[config.mk]
export PLATFORM = sky130hd
export DESIGN_NAME = sys_addr_decoder
export DESIGN_NICKNAME = d
export VERILOG_FILES = /design/src/rtl/sad_pkg.sv /design/src/rtl/mem_region_dec.sv /design/src/rtl/io_select_dec.sv /design/src/rtl/fint_flag.sv /design/src/rtl/sys_addr_decoder.sv
export SDC_FILE = /design/constraint.sdc
export NUM_CORES = 1
export LEC_CHECK = 0
export CORE_AREA = 3 3 40 42
export CTS_CLUSTER_DIAMETER = 200
export DETAILED_ROUTE_END_ITERATION = 8
export DIE_AREA = 0 0 43 45
export PLACE_DENSITY = 0.76
export SLEW_MARGIN = 25
export SYNTH_ARGS = -nofsm -noshare
export SYNTH_HDL_FRONTEND = slang
export SYNTH_SLANG_ARGS = --single-unit
[constraint.sdc]
create_clock -name clk -period 3.5 [get_ports clk]
set_input_delay 1.05 -clock clk [delete_from_list [all_inputs] [get_ports clk]]
set_output_delay 1.05 -clock clk [all_outputs]
set_load 0.02 [all_outputs]
[src/rtl/sad_pkg.sv]
package sad_pkg;

    // Register decoder codes, {write, A1, A0}
    typedef enum logic [2:0] {
        RS_IRQ_STAT  = 3'd0,
        RS_MISC_IN   = 3'd1,
        RS_FINT_CLR  = 3'd2,
        RS_SPARE     = 3'd3,
        RS_CTRL      = 3'd4,
        RS_MISC_OUT  = 3'd5,
        RS_VIDEO     = 3'd6,
        RS_PROBE_LED = 3'd7
    } reg_code_e;

    localparam int unsigned REG_CODES = 8;

    // State of the fast-interrupt holder
    typedef struct packed {
        logic flag;
        logic req_prev;
    } fint_state_t;

endpackage

[src/rtl/mem_region_dec.sv]
module mem_region_dec #(
    parameter int unsigned ADDR_W    = 16,
    parameter logic [ADDR_W-1:0] ROM_END   = 16'h6000,
    parameter logic [ADDR_W-1:0] IO_BASE   = 16'h6000,
    parameter logic [ADDR_W-1:0] HRAM_BASE = 16'h7000,
    parameter logic [ADDR_W-1:0] HRAM_END  = 16'h8000,
    parameter int unsigned SPLIT_BIT = 11
) (
    input  logic [ADDR_W-1:0] addr,
    output logic              nvram_ce_n,
    output logic              sram_ce_n,
    output logic              rom_ce_n,
    output logic              membuf_en_n,
    output logic              io_win
);

    logic in_rom;
    logic in_io;
    logic in_hram;

    always_comb begin
        in_rom  = (addr < ROM_END);
        in_io   = (addr >= IO_BASE) && (addr < HRAM_BASE);
        in_hram = (addr >= HRAM_BASE) && (addr < HRAM_END);

        nvram_ce_n  = !(in_hram && !addr[SPLIT_BIT]);
        sram_ce_n   = !(in_hram &&  addr[SPLIT_BIT]);
        rom_ce_n    = !in_rom;
        membuf_en_n = !(in_hram || in_rom);
        io_win      = in_io;
    end

endmodule

[src/rtl/io_select_dec.sv]
module io_select_dec
    import sad_pkg::*;
#(
    parameter int unsigned SEL_W = 7
) (
    input  logic                 io_win,
    input  logic [SEL_W-1:0]     sel_bits,
    input  logic [1:0]           en_bits,
    input  logic [1:0]           low_bits,
    input  logic                 rd_n,
    input  logic                 wr_n,
    output logic [SEL_W-1:0]     mod_sel_n,
    output logic [REG_CODES-1:0] reg_sel_n,
    output logic                 fint_clr
);

    logic       dec_en;
    logic       wr_cyc;
    logic       bus_act;
    logic [2:0] code;

    always_comb begin
        mod_sel_n = io_win ? ~sel_bits : {SEL_W{1'b1}};
        dec_en    = io_win && (en_bits == 2'b00);
        wr_cyc    = !wr_n;
        code      = {wr_cyc, low_bits};
        bus_act   = wr_cyc ? 1'b1 : !rd_n;
    end

    for (genvar g = 0; g < REG_CODES; g++) begin : g_strobe
        if (g == int'(RS_SPARE)) begin : g_unused
            assign reg_sel_n[g] = 1'b1;
        end else begin : g_used
            assign reg_sel_n[g] = !(dec_en && bus_act && (code == 3'(g)));
        end
    end

    assign fint_clr = !reg_sel_n[RS_FINT_CLR];

endmodule

[src/rtl/fint_flag.sv]
module fint_flag
    import sad_pkg::*;
(
    input  logic clk,
    input  logic rst_n,
    input  logic req,
    input  logic clr,
    output logic irq_n
);

    fint_state_t st_d;
    fint_state_t st_q;

    always_comb begin
        st_d          = st_q;
        st_d.req_prev = req;
        if (clr) begin
            st_d.flag = 1'b0;
        end else if (req && !st_q.req_prev) begin
            st_d.flag = 1'b1;
        end
    end

    always_ff @(posedge clk or negedge rst_n) begin
        if (!rst_n) begin
            st_q.flag     <= 1'b0;
            st_q.req_prev <= 1'b1;
        end else begin
            st_q <= st_d;
        end
    end

    assign irq_n = !st_q.flag;

endmodule

[src/rtl/sys_addr_decoder.sv]
module sys_addr_decoder
    import sad_pkg::*;
#(
    parameter int unsigned ADDR_W    = 16,
    parameter int unsigned SEL_LO    = 5,
    parameter int unsigned SEL_W     = 7,
    parameter int unsigned EN_LO     = 3,
    parameter int unsigned SPLIT_BIT = 11
) (
    input  logic                 clk,
    input  logic                 rst_n,
    input  logic [ADDR_W-1:0]    addr,
    input  logic                 rd_n,
    input  logic                 wr_n,
    input  logic                 fint_req,
    output logic                 nvram_ce_n,
    output logic                 sram_ce_n,
    output logic                 rom_ce_n,
    output logic                 membuf_en_n,
    output logic                 io_win_n,
    output logic [SEL_W-1:0]     mod_sel_n,
    output logic [REG_CODES-1:0] reg_sel_n,
    output logic                 fint_irq_n
);

    localparam int unsigned SEL_HI = SEL_LO + SEL_W - 1;

    logic io_win;
    logic fint_clr;

    mem_region_dec #(
        .ADDR_W    (ADDR_W),
        .SPLIT_BIT (SPLIT_BIT)
    ) u_region (
        .addr        (addr),
        .nvram_ce_n  (nvram_ce_n),
        .sram_ce_n   (sram_ce_n),
        .rom_ce_n    (rom_ce_n),
        .membuf_en_n (membuf_en_n),
        .io_win      (io_win)
    );

    io_select_dec #(
        .SEL_W (SEL_W)
    ) u_iosel (
        .io_win    (io_win),
        .sel_bits  (addr[SEL_HI:SEL_LO]),
        .en_bits   (addr[EN_LO+1:EN_LO]),
        .low_bits  (addr[1:0]),
        .rd_n      (rd_n),
        .wr_n      (wr_n),
        .mod_sel_n (mod_sel_n),
        .reg_sel_n (reg_sel_n),
        .fint_clr  (fint_clr)
    );

    fint_flag u_fint (
        .clk   (clk),
        .rst_n (rst_n),
        .req   (fint_req),
        .clr   (fint_clr),
        .irq_n (fint_irq_n)
    );

    assign io_win_n = !io_win;

    a_r2_area_exclusive: assert property (@(posedge clk) disable iff (!rst_n)
        $onehot0({~nvram_ce_n, ~sram_ce_n, ~rom_ce_n, ~io_win_n}));

    a_r4_sel_idle_high: assert property (@(posedge clk) disable iff (!rst_n)
        io_win_n |-> (&mod_sel_n));

    a_r5_one_strobe: assert property (@(posedge clk) disable iff (!rst_n)
        $onehot0(~reg_sel_n));

    a_r6_no_pulse_no_strobe: assert property (@(posedge clk) disable iff (!rst_n)
        (rd_n && wr_n) |-> (&reg_sel_n));

    a_r9_clear_wins: assert property (@(posedge clk) disable iff (!rst_n)
        !reg_sel_n[RS_FINT_CLR] |=> fint_irq_n);

    a_r8_edge_sets: assert property (@(posedge clk) disable iff (!rst_n)
        (fint_req && !$past(fint_req) && reg_sel_n[RS_FINT_CLR]) |=> !fint_irq_n);

endmodule

* After elaboration in Yosys (flattened, before gate mapping)
Cells that the tools add are included.
** Operators by class
- Multipliers :: 0
- Add/subtract/negate cells :: 0
- Multiplexer cells :: 4
- Order comparisons :: 5
- Eq/ne operators :: 6
- Div/mod/pow operators :: 0
- Shift-type cells :: 0
- Bitwise operators :: 1
- Reduce and logical (&&, ||, !) cells :: 35
** Operators by type and width (number)
- $ge 16x15->1 const B :: 2
- $lt 16x15->1 const B :: 2
- $logic_not 1->1 :: 17
- $lt 16x16->1 const B :: 1
- $logic_and 1x1->1 :: 14
- $eq 3x3->1 const B :: 4
- $mux 7 :: 1
- $not 7->7 :: 1
- $eq 3x1->1 const B :: 1
- $eq 3x2->1 const B :: 1
- $logic_not 3->1 :: 1
- $mux 1 :: 3
- $logic_not 2->1 :: 1
- $reduce_bool 2->1 :: 1
- $logic_or 1x1->1 :: 1
** Word-level totals
- Latch bits :: 0
- Memories kept :: 0
- Input port bits :: 21
- Memory bits (writable) :: 0
- Register bits :: 2
- Bits in read-only memories :: 0
- Logic and storage cells :: 53
- Output and inout port bits :: 21

* Logic depth before layout (Yosys ltp)
- Depth after elaboration :: 6
- Depth in mapped cells :: 5
- Gate-level depth less buffers :: 5

* Hierarchy
A second synthesis with hierarchy kept.
** Unflattened totals
- Cell total of the unflattened synthesis :: 36
- Area, all modules :: 260.2 um2
** Modules (own cells, without submodules)
- io_select_dec :: sequential area each 0.0 um2, area each 138.9 um2, cells each 24, times used 1
- fint_flag :: sequential area each 51.3 um2, area each 70.1 um2, cells each 5, times used 1
- mem_region_dec :: sequential area each 0.0 um2, area each 47.5 um2, cells each 6, times used 1
- sys_addr_decoder :: sequential area each 0.0 um2, area each 3.8 um2, cells each 1, times used 1

* Worst setup path after synthesis
OpenSTA, ideal clock, no wires.
- Kind :: input -> output
- Start point :: input addr[13]
- End point :: output reg_sel_n[4]
- Arrival time :: 1885 ps
- Buffers on the path :: 0
- Stages on the path :: 5
- Path slack :: 565 ps
- Data required time :: 2450 ps
- Path through :: nand2_2 -> nor3_4 -> inv_4 -> nor3_4 -> nand2_1
** On the way
- Cells in the longest elaborated chain, start to end :: 6
- Elaborated cells on any way between the ends :: 7
- Those cells by class :: 2 x order compare; 5 x reduce/logical
** RTL lines
- start, declared :: line sys_addr_decoder.sv:12 : input logic [ADDR_W-1:0] addr,
- $ge 16x15->1 or $lt 16x15->1 (tied branches) :: line mem_region_dec.sv:23 : in_io = (addr >= IO_BASE) && (addr < HRAM_BASE);
- $logic_and 1x1->1 * :: line mem_region_dec.sv:23
- $logic_and 1x1->1 * :: line io_select_dec.sv:24 : dec_en = io_win && (en_bits == 2'b00);
- $logic_and 1x1->1 * (2 in a row) :: line io_select_dec.sv:34 : assign reg_sel_n[g] = !(dec_en && bus_act && (code == 3'(g)));
- $logic_not 1->1 * :: line io_select_dec.sv:34
- end, declared :: line sys_addr_decoder.sv:22 : output logic [REG_CODES-1:0] reg_sel_n,
Every way passes the cells marked *; elsewhere a longest branch is shown, timed or not.

* Final worst setup path
- Start point :: input addr[13]
- End point :: output io_win_n
** On the way
- Cells in the longest elaborated chain, start to end :: 3
- Elaborated cells on any way between the ends :: 4
- Those cells by class :: 2 x order compare; 2 x reduce/logical
** RTL lines
- $ge 16x15->1 or $lt 16x15->1 (tied branches) :: line mem_region_dec.sv:23
- $logic_and 1x1->1 * :: line mem_region_dec.sv:23
- $logic_not 1->1 * :: line sys_addr_decoder.sv:65 : assign io_win_n = !io_win;
- end, declared :: line sys_addr_decoder.sv:20 : output logic io_win_n,
Marks and branches as above.

==> summary.md <==
| Metric | Value |
|---|---|
| Antenna violations before repair | `0` |
| Core Rows | `13` |
| Biggest regs | `u_fint.st_q x2` |
| Vias per cell | `4.51` |
| RePlAce Congestion | `0.742` |
| Worst EP required | `2.45 ns` |
| IO Count | `42` |
| DRT iter0 DRCs | `1` |
| # setup viols final | `0` |
| Max_cap viols | `0` |
| Max FFs per register | `2` |
| Number of global-route vias before repair | `approximately 430` |
| Antenna diodes | `0` |
| CTS H-tree depth | `1` |
| R2r endpoint | `u_fint.st_q[1]` |
| Routed length per placed instance | `approximately 11 µm` |
| DRT Pass-1 Iters | `3` |
| Critical path launch point type | `primary input` |
| Clock skew | `~0.005 ns` |
| Final worst-path cycle share | `98.3%` |
| Bufs on Longest Clock Path | `2` |
| Width of the die | `43 µm` |
| CTS Root Cell | `clkbuf_4` |
| Final core utilization | `around 54%` |
| Die Y | `45 µm` |
| HPWL after DPL | `slightly above 900 µm` |
| Final Hold Viols | `0` |
| Leak | `0.000276 µW` |
| TritonCTS clock tree | `done` |
| DRC viols | `0` |
| Synth warn | `0` |
| DRT Wirelength | `1070 µm` |
| GRT overflow | `0` |
| Worst r2r src | `u_fint.st_q[0]` |
| Clock tree sinks | `2` |
| TritonCTS Buffers | `3` |
| Worst Setup SP | `addr[13]` |
| Cell count after synthesis | `36` |
| Most flop-heavy register | `u_fint.st_q` |
| CP endpoint kind | `output port` |
| Avg Cell Area, Syn | `6.95 µm²` |
| Area leader, netlist | `nand2_1` |
| Clock-pin slew of the registers on the worst-case setup and hold paths | `0.04 ns` |
| Hold Crit Class | `reg -> reg` |
| Netlist cell types | `20` |
| Final antenna-violating net count | `0` |
| FILL cells | `130` |
| Synth Cell Area | `250 µm²` |
| Setup TNS | `0 ns` |
| Syn_nets | `57` |
| Max Fclk | `0.291 GHz` |
| Dpl cells | `95` |
| Share of cells above drive strength 1 | `around a quarter` |
| Via Count | `446` |
| Status | `complete, no violations` |
| Worst setup path endpoint | `io_win_n` |
| EDFF count, synth | `0` |
| PwrDens | `192 mW/mm²` |
| Top cell type's share of synthesized area | `15.0%` |
| Die area | `0.00194 mm²` |
| Flops & latches, synth | `2` |
| Starting Density | `19.5%` |
| Total track usage | `12.1%` |
| Final nets | `106` |
| Synth cell count leaders | `10 x nand2_1, 4 x nand3_1` |
| Register area share after synthesis | `20.5%` |
| Largest net degree at the start of global routing | `8` |
| Async set or reset register ratio after synthesis | `100%` |
| Synth top area cells | `nand2_1 15%, nor3_4 13%, dfstp_2 11%, dfrtp_1 10%, nand3_1 8.0%` |
| Max VDD drop | `0.000124 V` |
| Tmin final | `3.44 ns` |
| Setup CP Type | `in -> out` |
| Most common cell in the synthesized netlist | `nand2_1` |
| RSZ-0062 raised after global routing | `false` |
| CP max FO | `3` |
| Final WS setup | `~0.059 ns` |
| First-pass GRT wire length | `1710 µm` |
| Clk_lat worst skew | `0.23 ns` |
| Layout area overhead | `178%` |
| Final Slew Violations | `0` |
| Post-Place Worst Slack | `-0.281 ns` |
| Synth Flop Type | `dfstp_2` |
| R2r setup slk | `2.68 ns` |
| Crit path arrival time | `roughly 2.4 ns` |
| Port bufs | `39` |
| Worst Reg-to-Reg Cells | `3` |
| Final std cells w/o fill | `99` |
| Core area | `approximately 0.0013 mm²` |
repair_timing:
action                     4_1_cts  5_1_grt
gates cloned                     0        0
resized for setup               27       10
hold buffers                     0        0
setup buffers                    0        0
setup endpoints to repair       17        9
through the flow:
stage,instance area (µm²),hold slack (ns),power [µW]
final,694,0.571,133
after global routing,694,0.604,143
after CTS,716,0.580,137
after detailed placement,697,0.589,77.6
after global placement,697,0.559,76.8
after floorplan,250,0.515,39.8
report_power, final:
part	leakage, µW	internal [µW]	switching [µW]
clock network	0.0000150	42.5	15.7
registers	0.0000193	24.4	0.180
logic	0.000242	29.6	20.8
cell usage in the layout (no fill, tap or decap), types with 2 or more instances in the layout:
cell type / instances
buf_4: 6
inv_1: 2
nand2_1: 10
clkdlybuf4s50_1: 19
nor2b_1: 2
nor2_1: 2
nand3_1: 4
clkdlybuf4s15_1: 2
clkbuf_4: 3
dlygate4sd2_1: 11
dlymetal6s2s_1: 2
buf_2: 4
nor3_4: 2
worst min path at each step:
stage,slack (ns),endpoint,start,cells after the start
after floorplan,0.51,u_fint.st_q[1],u_fint.st_q[1],2
after global placement,0.56,u_fint.st_q[1],u_fint.st_q[1],2
after detailed placement,0.59,u_fint.st_q[1],u_fint.st_q[1],2
after CTS,0.58,u_fint.st_q[1],u_fint.st_q[1],2
after global routing,0.60,u_fint.st_q[1],u_fint.st_q[1],2
final,0.57,u_fint.st_q[1],u_fint.st_q[1],2
final cells by class:
class	count	area, µm²	area share [%]
repair buffers	45	402	57.8
multi-input cells	30	183	26.3
flip-flops and latches	2	51.3	7.39
clock buffers	4	26.3	3.78
well taps	15	18.8	2.70
inverters	3	13.8	1.98
worst max-delay path, stage by stage:
cell             delay (ns)
clkdlybuf4s50_1        0.48
nand2_2                0.08
nor3_4                 0.17
inv_4                  0.07
clkdlybuf4s50_1        0.55
logic make-up (layout without fill, tap and decap cells):
group,after synthesis,count (layout),synth area share (%)
simple gates,25,25,58.5
other cells,1,1,1.50
compound gates,4,4,11.0
buf+inv,4,52,8.50
flops,2,2,20.5
metal layers:
metal	track usage (%)	wire length, µm
met1	12.6	398
met2	19.8	461
met3	7.17	189
met4	5.42	14
met5	0	0
No activity file was read; power rests on OpenSTA's default activity.
